===== src/rtl/qfmt_pkg.sv =====
package qfmt_pkg;

  typedef enum logic {
    QF_TABLE = 1'b0,
    QF_IDENT = 1'b1
  } qf_mode_e;

  localparam int QF_TABLE_LEN = 82;

  function automatic bit qf_is_pow2(input int v);
    return (v > 0) && ((v & (v - 1)) == 0);
  endfunction

endpackage


===== src/rtl/qfmt_table.sv =====
module qfmt_table
  import qfmt_pkg::*;
#(
  parameter int IDX_W       = 12,
  parameter int BLOCKS      = 64,
  parameter int BLOCK_BYTES = 65536,
  parameter int WBUF_LOG2   = 5
) (
  input  logic [IDX_W-1:0] idx,
  output logic [7:0]       tbl_byte
);

  localparam logic [31:0] BLK_M1    = 32'(BLOCKS - 1);
  localparam logic [31:0] BLK_SIZE  = 32'(BLOCK_BYTES);
  localparam logic [7:0]  SIZE_LOG2 = 8'($clog2(BLOCKS * BLOCK_BYTES));
  localparam logic [7:0]  WBUF_L    = 8'(WBUF_LOG2);

  logic       in_range;
  logic [7:0] raw;

  assign in_range = (32'(idx) < QF_TABLE_LEN);

  always_comb begin
    raw = 8'h00;
    unique case (idx[6:0])
      7'h10:   raw = 8'h51;
      7'h11:   raw = 8'h52;
      7'h12:   raw = 8'h59;
      7'h13:   raw = 8'h01;
      7'h14:   raw = 8'h00;
      7'h15:   raw = 8'h31;
      7'h27:   raw = SIZE_LOG2;
      7'h28:   raw = 8'h02;
      7'h2A:   raw = WBUF_L;
      7'h2C:   raw = 8'h01;
      7'h2D:   raw = BLK_M1[7:0];
      7'h2E:   raw = BLK_M1[15:8];
      7'h2F:   raw = BLK_SIZE[15:8];
      7'h30:   raw = BLK_SIZE[23:16];
      default: raw = 8'h00;
    endcase
  end

  assign tbl_byte = in_range ? raw : 8'h00;

endmodule


===== src/rtl/qfmt_lane.sv =====
module qfmt_lane
  import qfmt_pkg::*;
#(
  parameter int          ADDR_W        = 12,
  parameter int          BANK_BYTES    = 2,
  parameter int          DEV_BYTES     = 1,
  parameter int          MAX_DEV_BYTES = 2,
  parameter int          SHIFT         = 2,
  parameter int          BLOCKS        = 64,
  parameter int          BLOCK_BYTES   = 65536,
  parameter int          WBUF_LOG2     = 5,
  parameter logic [15:0] MANUF_ID      = 16'h0089,
  parameter logic [15:0] DEVICE_ID     = 16'h0018
) (
  input  logic [ADDR_W-1:0]       lane_addr,
  input  qf_mode_e                mode,
  output logic [BANK_BYTES*8-1:0] lane_rsp
);

  localparam int DW        = DEV_BYTES * 8;
  localparam int NDEV      = BANK_BYTES / DEV_BYTES;
  localparam bit NARROW    = (DEV_BYTES != MAX_DEV_BYTES);
  localparam bit SUPPORTED = !NARROW || ((DEV_BYTES == 1) && (BANK_BYTES <= 4));

  logic [ADDR_W-1:0] idx;
  logic [7:0]        tbl_byte;
  logic [63:0]       id_word;
  logic [DW-1:0]     dev_rsp;

  assign idx = lane_addr >> SHIFT;

  qfmt_table #(
    .IDX_W      (ADDR_W),
    .BLOCKS     (BLOCKS),
    .BLOCK_BYTES(BLOCK_BYTES),
    .WBUF_LOG2  (WBUF_LOG2)
  ) i_table (
    .idx     (idx),
    .tbl_byte(tbl_byte)
  );

  always_comb begin
    id_word = '0;
    if (idx[7:0] == 8'd0)      id_word = 64'(MANUF_ID);
    else if (idx[7:0] == 8'd1) id_word = 64'(DEVICE_ID);
  end

  always_comb begin
    dev_rsp = '0;
    if (mode == QF_IDENT) begin
      dev_rsp = id_word[DW-1:0];
    end else if (SUPPORTED) begin
      dev_rsp = DW'(tbl_byte);
    end
  end

  assign lane_rsp = {NDEV{dev_rsp}};

endmodule


===== src/rtl/qfmt_top.sv =====
module qfmt_top
  import qfmt_pkg::*;
#(
  parameter int          ADDR_W        = 12,
  parameter int          BANK_BYTES    = 2,
  parameter int          DEV_BYTES     = 1,
  parameter int          MAX_DEV_BYTES = 2,
  parameter int          ACC_BYTES     = 8,
  parameter int          BLOCKS        = 64,
  parameter int          BLOCK_BYTES   = 65536,
  parameter int          WBUF_LOG2     = 5,
  parameter logic [15:0] MANUF_ID      = 16'h0089,
  parameter logic [15:0] DEVICE_ID     = 16'h0018
) (
  input  logic                   clk,
  input  logic                   rst_n,
  input  logic                   rd_en,
  input  logic                   mode,
  input  logic [1:0]             width_code,
  input  logic [ADDR_W-1:0]      addr,
  output logic                   rsp_valid,
  output logic [ACC_BYTES*8-1:0] rsp_data
);

  localparam int SHIFT  = $clog2(BANK_BYTES) + $clog2(MAX_DEV_BYTES) - $clog2(DEV_BYTES);
  localparam int NQ     = ACC_BYTES / BANK_BYTES;
  localparam int BANK_W = BANK_BYTES * 8;
  localparam int ACC_W  = ACC_BYTES * 8;

  if (!qf_is_pow2(BANK_BYTES) || !qf_is_pow2(DEV_BYTES) ||
      !qf_is_pow2(MAX_DEV_BYTES) || !qf_is_pow2(ACC_BYTES)) begin : g_bad_pow2
    $error("qfmt_top: widths must be powers of two");
  end
  if ((DEV_BYTES > BANK_BYTES) || (DEV_BYTES > MAX_DEV_BYTES) ||
      (BANK_BYTES > ACC_BYTES) || (ACC_BYTES > 8) || (ADDR_W < 8)) begin : g_bad_range
    $error("qfmt_top: width parameters out of range");
  end

  qf_mode_e         mode_e;
  logic [3:0]       nbytes;
  logic [ACC_W-1:0] lanes_cat;
  logic [ACC_W-1:0] fmt;

  logic             valid_d, valid_q;
  logic [ACC_W-1:0] data_d, data_q;

  assign mode_e = qf_mode_e'(mode);
  assign nbytes = 4'd1 << width_code;

  for (genvar k = 0; k < NQ; k++) begin : g_lane
    logic [ADDR_W-1:0] lane_addr;
    logic [BANK_W-1:0] lane_rsp;

    assign lane_addr = addr + ADDR_W'(k * BANK_BYTES);

    qfmt_lane #(
      .ADDR_W       (ADDR_W),
      .BANK_BYTES   (BANK_BYTES),
      .DEV_BYTES    (DEV_BYTES),
      .MAX_DEV_BYTES(MAX_DEV_BYTES),
      .SHIFT        (SHIFT),
      .BLOCKS       (BLOCKS),
      .BLOCK_BYTES  (BLOCK_BYTES),
      .WBUF_LOG2    (WBUF_LOG2),
      .MANUF_ID     (MANUF_ID),
      .DEVICE_ID    (DEVICE_ID)
    ) i_lane (
      .lane_addr(lane_addr),
      .mode     (mode_e),
      .lane_rsp (lane_rsp)
    );

    assign lanes_cat[k*BANK_W +: BANK_W] =
      (32'(nbytes) > k * BANK_BYTES) ? lane_rsp : '0;
  end

  always_comb begin
    fmt = lanes_cat;
    for (int b = 0; b < ACC_BYTES; b++) begin
      if (b >= 32'(nbytes)) fmt[b*8 +: 8] = 8'h00;
    end
  end

  always_comb begin
    valid_d = rd_en;
    data_d  = rd_en ? fmt : data_q;
  end

  always_ff @(posedge clk or negedge rst_n) begin
    if (!rst_n) begin
      valid_q <= 1'b0;
      data_q  <= '0;
    end else begin
      valid_q <= valid_d;
      if (rd_en) data_q <= data_d;
    end
  end

  assign rsp_valid = valid_q;
  assign rsp_data  = data_q;

endmodule


===== config.mk =====
export PLATFORM = sky130hd
export DESIGN_NAME = qfmt_top
export DESIGN_NICKNAME = d
export VERILOG_FILES = /design/src/rtl/qfmt_pkg.sv /design/src/rtl/qfmt_table.sv /design/src/rtl/qfmt_lane.sv /design/src/rtl/qfmt_top.sv
export SDC_FILE = /design/constraint.sdc
export NUM_CORES = 1
export LEC_CHECK = 0
export BUFFER_PORTS_ARGS = -buffer_cell sky130_fd_sc_hd__buf_2
export CAP_MARGIN = 20
export CORE_MARGIN = 8
export CORE_UTILIZATION = 56
export CTS_CLUSTER_SIZE = 40
export DETAILED_ROUTE_END_ITERATION = 8
export GPL_ROUTABILITY_DRIVEN = 0
export PLACE_DENSITY = 0.8
export SLEW_MARGIN = 20
export SYNTH_ARGS = -nofsm -noshare
export SYNTH_HDL_FRONTEND = slang
export SYNTH_SLANG_ARGS = --single-unit

===== constraint.sdc =====
create_clock -name clk -period 0.8 [get_ports clk]
set_input_delay 0 -clock clk [delete_from_list [all_inputs] [get_ports clk]]
set_output_delay 0 -clock clk [all_outputs]
set_load 0.02 [all_outputs]

==> results.cfg, run 1 <==
[die]
die_x_microns = 104.8
ioPinCount = 83
row_count = 32
die_y_microns = 104.8
initial_utilization_pct = 57.42

[placement]
hpwl_microns = 10900
port-buffer-count = 81
place_area_sq_mm = 0.006138
pre_cts_ws_ns = -1.265

[clocking]
cts_buffer_depth = 2
numCtsBuffers = 9
h-tree-depth = 3
root_buffer = clkbuf_8
post_cts_buffers = 66
ctsHoldBuffers = 1
cts_resized = 240
cts.sinks = 63

[synth]
synth_cell_types = 74
synth-seq-cells = 63
synth_ff_type = dfrtp_1
syn_nets = 540
synthCells = 511
synth_warnings = 0
synth_edf_count = 0
ys_seq_area_share_pct = 35.71
async_reset_ff_share_pct = 100.0
synth.avg_cell_area_sq_um = 8.638
syn_area_sq_mm = 0.004414

[run_status]
tool.error = [ERROR DPL-0038] Utilization greater than 100%, impossible to legalize
haltStage = clock tree synthesis (4_1_cts)
outcome = did not finish
-- per-stage QoR --
stage	std cells	util (%)
after floorplan	511	-
after global placement	786	79.85
after detailed placement	786	79.85
-- cell families after synthesis --
| family | after synthesis | share of synthesized area [%] |
|---|---|---|
| xor gates and xnor gates | 18 | 3.912 |
| muxes | 6 | 1.389 |
| and+or+nand+nor | 181 | 23.87 |
| buffers and inverters | 82 | 8.390 |
| DFF | 63 | 35.71 |
| AOI/OAI and AO/OA | 150 | 23.61 |
| adders and majority gates | 11 | 3.118 |
-- synth_stat cells (3+ instances only) --
master	number	area, sq um
a211oi_1	5	37.54
a21o_1	11	82.58
a21oi_1	23	115.1
a22oi_1	3	22.52
a31oi_1	3	18.77
a32oi_1	3	26.28
and3_1	6	37.54
and3b_1	4	35.03
buf_2	11	55.05
buf_4	7	52.55
buf_6	3	33.78
clkbuf_1	14	52.55
dfrtp_1	63	1577
ha_1	11	137.6
inv_1	46	172.7
mux2i_1	5	50.05
nand2_1	32	120.1
nand2b_1	8	50.05
nand3_1	31	155.2
nand3b_1	3	22.52
nand4_1	7	43.79
nand4b_1	5	43.79
nor2_1	21	78.83
nor2b_1	6	37.54
nor3_1	16	80.08
nor3b_1	3	22.52
nor4_1	10	62.56
o2111ai_1	3	26.28
o211ai_1	5	37.54
o21a_1	5	37.54
o21ai_0	42	210.2
o21ai_1	7	35.03
o221ai_1	4	35.03
o22ai_1	3	18.77
o2bb2ai_1	10	87.58
o32ai_1	3	26.28
or3_1	3	18.77
or4_1	3	22.52
or4b_1	3	30.03
xnor2_1	9	78.83
xor2_1	7	61.31
==> run 2: changes to the inputs <==
--- a/config.mk
+++ b/config.mk
@@ -8,11 +8,10 @@
 export BUFFER_PORTS_ARGS = -buffer_cell sky130_fd_sc_hd__buf_2
 export CAP_MARGIN = 20
 export CORE_MARGIN = 8
-export CORE_UTILIZATION = 56
-export CTS_CLUSTER_SIZE = 40
+export CORE_UTILIZATION = 40
 export DETAILED_ROUTE_END_ITERATION = 8
 export GPL_ROUTABILITY_DRIVEN = 0
-export PLACE_DENSITY = 0.8
+export PLACE_DENSITY_LB_ADDON = 0.15
 export SLEW_MARGIN = 20
 export SYNTH_ARGS = -nofsm -noshare
 export SYNTH_HDL_FRONTEND = slang
==> results.cfg, run 2 <==
[run_status]
outcome = complete, but fails checks
violations = setup timing

[die]
initial_utilization_pct = 40.90
die_y_microns = 121.1
row_count = 38
ioPinCount = 83
dieArea_sq_mm = 0.01465
die_x_microns = 121.1
core_area_sq_mm = 0.01079

[placement]
hpwl_microns = 11710
port-buffer-count = 81
pre_cts_ws_ns = -1.210

[sta]
max_slew_margin_pct = 66.16
tns_ns = -41.00
finalSetupViolations = 126
final-hold-violation-count = 0
slew_violations = 0
period_needed_ns = 1.580
setup_ws_ns = -0.7804
grt_setup_unrepaired = true
post-route-period-util_pct = 197.5
fin_skew_ns = 0
tightest_slew_ns = 0.5071
hold_slack_ns = 0.01654
timing.fmax_ghz = 0.6328

[routing]
vias_per_cell = 5.658
ant_nets = 0
drt-initial-drc-count = 427
dr.pass1.iters = 5
drc_errors = 0
drt_wl_total_microns = 17530
vias = 5183
wl_per_cell_microns = 19.13

[layout]
final_common_cell = buf_4
area_growth_pct = 83.50
finalNetCount = 801
drive_gt1_share_pct = 57.99
final_cell_mix = buf_4, buf_6, dfrtp_1
num_antenna_cells = 0
largest_register_ffs = 62

[clocking]
cts.sinks = 63
numCtsBuffers = 9
clkTransAtPathRegs_ns = 0.06
h-tree-depth = 3
cts_buffer_depth = 2
clock_latency_ns = 0.36
cts_tree = built
root_buffer = clkbuf_8

[pwr]
ir_worst_vdd_uv = 800.7
totalPowerFinal_uw = 8224
p_leak_uw = 0.003667
power_density_mw_per_mm2 = 1015

[setup_path]
arrival_ns = 1.85
r2r_setup_slack_ns = -0.11
critical_path_class = input pin to flip-flop
cp-start-kind = input pin
ff2ff_path_depth = 4
timing.rr.end = rsp_data[54]
end_kind = flip-flop
critical_path_peak_fanout = 8
required_ns = 1.07
reg2reg_from = rsp_data[54]

[grt]
grt_first_pass_wirelength_microns = 26450
grt_max_degree = 64
grt.overflow.total = 0
grt_pass1_vias = 5169
gr-usage-all-layers_pct = 22.54
antenna_found_initial = 0

[hold_path]
hold_path.class = input pin to flip-flop
min_from = rd_en
hold_depth = 3
hold_end = rsp_data[21]

[synth]
yosysTopAreaCell = dfrtp_1
syn_nets = 540
syn_area_sq_mm = 0.004414
synth_cell_types = 74
synth-seq-cells = 63
synth.most_common_cell = dfrtp_1
synth_commonest_cells = dfrtp_1, inv_1, o21ai_0
synth_ff_type = dfrtp_1
synth.avg_cell_area_sq_um = 8.638
synth_edf_count = 0
ys_seq_area_share_pct = 35.71
async_reset_ff_share_pct = 100.0
synth_top_area_share_pct = 35.71
synthCells = 511
synth_warnings = 0
ys_top_cells_by_area = dfrtp_1, o21ai_0, inv_1

[job]
max_cap_viol_count = 0
[run 2: cell counts after synthesis]
No cell type changed its count.
[run 2: kinds of logic (layout without fill, tap and decap cells)]
family,after synthesis,count (layout),synth area share [%]
simple gates,181,181,23.87
mux,6,6,1.389
buf+inv,82,347,8.390
xor+xnor,18,18,3.912
compound gates,150,150,23.61
fa+ha+maj,11,11,3.118
flops,63,63,35.71
[run 2: power breakdown]
part           total, uW  switching (uW)  internal [uW]  leakage [uW]
Combinational       2600            1370           1230       0.00271
Clock               2410            1240           1170     0.0000850
Sequential          3210            10.9           3200      0.000875
Total               8220            2620           5610       0.00367
[run 2: worst max-delay path by stage]
stage | start | to | slack, ns
after floorplan | addr[2] | rsp_data[52] | -0.83
after global placement | addr[2] | rsp_data[48] | -1.17
after detailed placement | addr[2] | rsp_data[48] | -1.21
after CTS | addr[2] | rsp_data[30] | -0.68
after global routing | addr[2] | rsp_data[48] | -0.84
final | addr[2] | rsp_data[46] | -0.78
[run 2: critical path, cell delays in order]
cell and delay [ns]:
buf_8 0.11, buf_12 0.12, ha_4 0.19, buf_4 0.16
xor2_2 0.17, nand3_2 0.13, a211oi_4 0.34, or4b_4 0.55
o21ai_2 0.08
[run 2: what timing repair did]
| action | 4_1_cts | 5_1_grt |
|---|---|---|
| hold buffers | 1 | 0 |
| resized for setup | 258 | 70 |
| setup buffers | 41 | 25 |
| endpoints found under the setup margin | 127 | 127 |
| endpoints found under the hold margin | 63 | 0 |
| pin swaps | 50 | 48 |
[run 2: per-layer routing]
layer | track usage (%) | routed length (microns)
met2 | 37.44 | 8640
met3 | 3.676 | 991
met4 | 8.743 | 472
met1 | 28.63 | 7421
met5 | 0 | 0
[run 2: layout make-up]
| cell class | count | area (sq um) |
|---|---|---|
| clock buffer | 11 | 141.4 |
| clock inverter | 4 | 22.52 |
| fill | 730 | 2693 |
| inverter | 47 | 185.2 |
| multi-input combinational | 366 | 3322 |
| sequential | 63 | 1577 |
| tap | 140 | 175.2 |
| timing repair buffer | 285 | 2678 |
[run 2: metrics by stage]
stage	instances	instance area (sq um)	util [%]
floorplan	511	4893	-
global placement	834	6236	57.78
detailed placement	834	6236	57.78
CTS	891	7584	70.26
global route	916	8100	75.05
finish	916	8100	75.05
Power figures use the tool's default switching activity.
==> run 3: changes to the inputs <==
==> constraint.sdc (replaced) <==
create_clock -name clk -period 0.8 [get_ports clk]
set_input_delay 0 -clock clk [delete_from_list [all_inputs] [get_ports clk]]
set_output_delay 0 -clock clk [all_outputs]
set_load 0.1 [all_outputs]
==> results.cfg, run 3 (synthesized netlist as in run 2, its figures left out) <==
[pwr]
p_leak_uw = 0.003712
power_density_mw_per_mm2 = 1027
ir_worst_vdd_uv = 723.6

[setup_path]
critical_path_class = input pin to flip-flop
r2r_setup_slack_ns = -0.14
end_kind = flip-flop
required_ns = 1.01
cp-start-kind = input pin
arrival_ns = 1.95
critical_path_peak_fanout = 6

[sta]
slew_violations = 0
grt_setup_unrepaired = true
tightest_slew_ns = 0.4521
post-route-period-util_pct = 217.9
timing.fmax_ghz = 0.5738
setup_ws_ns = -0.9429
finalSetupViolations = 127
final-hold-violation-count = 0
period_needed_ns = 1.743
fin_skew_ns = 0
max_slew_margin_pct = 69.86

[placement]
place_area_sq_mm = 0.007388
port-buffer-count = 81
dp_cells = 847
hpwl_microns = 12440

[clocking]
clkTransAtPathRegs_ns = 0.07
cts_buffer_depth = 2
root_buffer = clkbuf_8
clock_latency_ns = 0.34
cts_tree = built
cts.sinks = 63
numCtsBuffers = 9
h-tree-depth = 3

[grt]
grt_util_met3_pct = 5.817
grt_pass1_vias = 5348
grt_use_met1_pct = 29.57
grt_max_degree = 43
grt.overflow.total = 0
antenna_found_initial = 0
gr-usage-met2_pct = 39.27
gr-usage-all-layers_pct = 24.08
globalRoute.busiestLayer = met2
grt_first_pass_wirelength_microns = 28190

[die]
die_y_microns = 121.1
initial_utilization_pct = 40.90
row_count = 38
dieArea_sq_mm = 0.01465
core_area_sq_mm = 0.01079
ioPinCount = 83
die_x_microns = 121.1

[run_status]
outcome = complete, but fails checks
violations = setup timing

[layout]
num_antenna_cells = 0
fillers = 544
final_cell_mix = buf_4, buf_12, dfrtp_2
drive_gt1_share_pct = 65.64
final_cells = 923
area_growth_pct = 101.4
final_area_sq_mm = 0.008892
largest_register_ffs = 62
finalNetCount = 807
final_common_cell = buf_4

[routing]
drt_wl_total_microns = 19660
wl_per_cell_microns = 21.30
dr.pass1.iters = 5
vias_per_cell = 6.000
vias = 5538
drc_errors = 0
drt-initial-drc-count = 558
ant_nets = 0

[hold_path]
hold_path.class = input pin to flip-flop

[job]
max_cap_viol_count = 0
==> run 3: changes by cell type in the layout (fill, tap and decap cells not counted), moves of 53 or more <==
cell | previous run | this run
buf_6 | 100 | 47
dfrtp_2 | 0 | 59
dfrtp_1 | 63 | 2
buf_12 | 12 | 73
==> run 3: metrics by stage <==
| step | setup WS, ns | TNS, ns | hold slack (ns) | power, uW | util, % |
|---|---|---|---|---|---|
| CTS | -0.7832 | -47.37 | 0.09514 | 8816 | 77.90 |
| detailed placement | -1.226 | -64.31 | 0.001080 | 5424 | 68.46 |
| finish | -0.9429 | -52.37 | 0.1528 | 9128 | 82.39 |
| global placement | -1.146 | -61.00 | -0.008130 | 5360 | 68.46 |
| floorplan | -0.8032 | -37.13 | -0.2956 | 4496 | - |
| global route | -1.002 | -56.69 | 0.1523 | 9384 | 82.39 |
==> run 3: power by group <==
group          switching (uW)  total, uW  internal [uW]
sequential               16.8       3220           3200
combinational            1580       2890           1320
clock                    1270       3020           1740
total                    2870       9130           6260
==> run 3: area by class of cell <==
| type | instances | area (sq um) | share of cell area [%] |
|---|---|---|---|
| Multi-Input combinational cell | 366 | 3372 | 37.92 |
| Tap cell | 140 | 175.2 | 1.970 |
| Inverter | 47 | 187.7 | 2.111 |
| Clock buffer | 10 | 127.6 | 1.435 |
| Timing Repair Buffer | 291 | 3287 | 36.96 |
| Sequential cell | 63 | 1658 | 18.64 |
| Clock inverter | 6 | 85.08 | 0.9568 |
==> run 3: what timing repair did <==
| action | CTS | global route |
|---|---|---|
| setup endpoints to repair | 127 | 127 |
| hold endpoints to repair | 63 | 0 |
| gates resized for setup | 135 | 70 |
| hold buffers | 1 | 0 |
| pin swaps | 45 | 31 |
| buffers inserted | 41 | 21 |
==> run 3: worst max-delay path, stage by stage <==
cell      delay, ns
buf_8          0.09
buf_12         0.10
ha_4           0.19
buf_12         0.12
nand4_4        0.13
buf_4          0.20
xnor2_1        0.25
a21oi_1        0.11
a211o_1        0.33
a221oi_4       0.29
o21ai_1        0.13
==> run 3: final timing paths <==
| check | from | end | depth (start not counted) |
|---|---|---|---|
| max | addr[2] | rsp_data[16] | 11 |
| min | rd_en | rsp_valid | 3 |
| max reg2reg | rsp_data[20] | rsp_data[20] | 3 |
| min reg2reg | rsp_data[15] | rsp_data[15] | 1 |
| max in group asynchronous | rst_n | rsp_data[63] | 3 |
| min in group asynchronous | rst_n | rsp_data[32] | 3 |
==> run 3: per-layer routing <==
metal | share of wire (%) | vias up
met4 | 4.0 | 0
met2 | 50 | 328
met3 | 8.1 | 86
met5 | 0 | -
li1 | - | 2404
met1 | 38 | 2720
==> run 4: changes to the inputs <==
--- a/config.mk
+++ b/config.mk
@@ -7,7 +7,7 @@
 export LEC_CHECK = 0
 export BUFFER_PORTS_ARGS = -buffer_cell sky130_fd_sc_hd__buf_2
 export CAP_MARGIN = 20
-export CORE_MARGIN = 8
+export CORE_MARGIN = 2
 export CORE_UTILIZATION = 40
 export DETAILED_ROUTE_END_ITERATION = 8
 export GPL_ROUTABILITY_DRIVEN = 0
==> results.cfg, run 4 (synthesized netlist as in run 2, its figures left out) <==
[die]
ioPinCount = 83
core_area_sq_mm = 0.01079
row_count = 38
die_x_microns = 109.1
dieArea_sq_mm = 0.01189
die_y_microns = 109.1
initial_utilization_pct = 40.90

[placement]
hpwl_microns = 11570
dp_cells = 846
port-buffer-count = 81

[routing]
drc_errors = 0
vias = 5641
drt_wl_total_microns = 19460
ant_nets = 0
drt-initial-drc-count = 503
wl_per_cell_microns = 20.88
dr.pass1.iters = 6
vias_per_cell = 6.053

[sta]
setup_ws_ns = -0.7707
final-hold-violation-count = 0
slew_violations = 0
tightest_slew_ns = 0.4269
max_slew_margin_pct = 71.28
hold_slack_ns = 0.1620
grt_setup_unrepaired = true
fin_skew_ns = 0
post-route-period-util_pct = 196.3
timing.fmax_ghz = 0.6367
period_needed_ns = 1.571
finalSetupViolations = 127

[clocking]
numCtsBuffers = 9
cts_tree = built
clkTransAtPathRegs_ns = 0.07
root_buffer = clkbuf_8
cts.sinks = 63
cts_buffer_depth = 2
h-tree-depth = 3
clock_latency_ns = 0.35

[grt]
grt_pass1_vias = 5171
grt_max_degree = 64
gr-usage-all-layers_pct = 30.11
antenna_found_initial = 0
grt_first_pass_wirelength_microns = 27230
grt.overflow.total = 0

[setup_path]
end_kind = flip-flop
required_ns = 1.02
worstSetupStartpoint = addr[3]
cp-start-kind = input pin
arrival_ns = 1.79
reg2reg_from = rsp_data[52]
critical_path_peak_fanout = 7
critical_path_class = input pin to flip-flop

[layout]
num_antenna_cells = 0
largest_register_ffs = 62
final_cells = 932
multiInputGateArea_sq_mm = 0.003332
fillers = 558
final_common_cell = buf_4
drive_gt1_share_pct = 65.53
final_cell_mix = buf_4, buf_12, dfrtp_2
finalNetCount = 816
area_growth_pct = 101.2
regArea_sq_mm = 0.001658

[hold_path]
min_from = width_code[0]
hold_path.class = input pin to flip-flop

[pwr]
p_comb_share_pct = 34.5
totalPowerFinal_uw = 8592
ir_worst_vdd_uv = 610.7
power_density_mw_per_mm2 = 967.4
p_leak_uw = 0.003696
power.internal_uw = 5661
swShare_pct = 34.12
p_switching_uw = 2932
p_seq_share_pct = 37.4
clockPowerShare_pct = 28.1

[run_status]
violations = setup timing
outcome = complete, but fails checks

[job]
max_cap_viol_count = 0
[run 4: changes by cell type in the layout (fill, tap and decap cells not counted), moves of 4 or more]
cell     before  now
buf_4       158  174
nand3_2      15   11
o21ai_2      16    9
buf_6        47   37
nand3_1      11   16
o21ai_0       4   13
[run 4: cell type report]
type | instances | share of cell area [%]
clock buffers | 10 | 1.437
clock inverters | 6 | 0.4226
inverters | 47 | 2.085
multi-input cells | 366 | 37.51
flip-flops and latches | 63 | 18.66
well taps | 140 | 1.972
repair buffers | 300 | 37.91
[run 4: metrics by stage]
stage          setup TNS [ns]  area [sq um]  setup WS (ns)  utilization, %
2_1_floorplan          -37.13          5016        -0.8032               -
3_3_place_gp           -60.37          7381         -1.155           68.39
3_5_place_dp           -62.71          7381         -1.215           68.39
4_1_cts                -41.60          8418        -0.6691           78.00
5_1_grt                -51.99          8882        -0.8385           82.30
6_report               -48.03          8882        -0.7707           82.30
[run 4: what timing repair did]
item / in CTS / in global routing
buffers inserted: 44 / 26
endpoints found under the setup margin: 127 / 127
hold buffers: 1 / 0
pin swaps: 41 / 35
cloned: 1 / 0
hold endpoints to repair: 63 / 0
resized for setup: 121 / 64
[run 4: final timing paths]
kind / end / slack [ns] / depth (start not counted)
setup / recovery: rsp_data[52] / -0.77 / 11
hold / removal: rsp_data[12] / 0.16 / 4
setup reg to reg: rsp_data[52] / -0.12 / 4
hold reg to reg: rsp_data[33] / 0.53 / 1
max in group asynchronous: rsp_data[22] / 0.31 / 3
min in group asynchronous: rsp_data[42] / 0.18 / 3
[run 4: routing by layer]
layer / global-route usage [%] / vias up / routed length, microns
met3: 5.200 / 90 / 1729
met4: 11.81 / 0 / 920
met2: 49.42 / 388 / 9200
li1: - / 2417 / -
met1: 39.45 / 2746 / 7609
met5: 0 / - / 0
[run 4: power groups by stage]
stage	clock (uW)	combinational (uW)	sequential (uW)
2_1_floorplan	0	1120	3380
3_3_place_gp	0	2110	3280
3_5_place_dp	0	2150	3280
4_1_cts	2460	2560	3220
5_1_grt	2600	3070	3220
6_report	2410	2960	3220
[run 4: worst max-delay path, stage by stage]
cell and delay [ns]:
buf_12 0.11, ha_4 0.17, buf_4 0.14, a21oi_4 0.22, buf_12 0.18, xnor2_4 0.10, buf_6 0.15, o211ai_1 0.17
o21ai_2 0.13, a311oi_2 0.29, o21ai_1 0.12
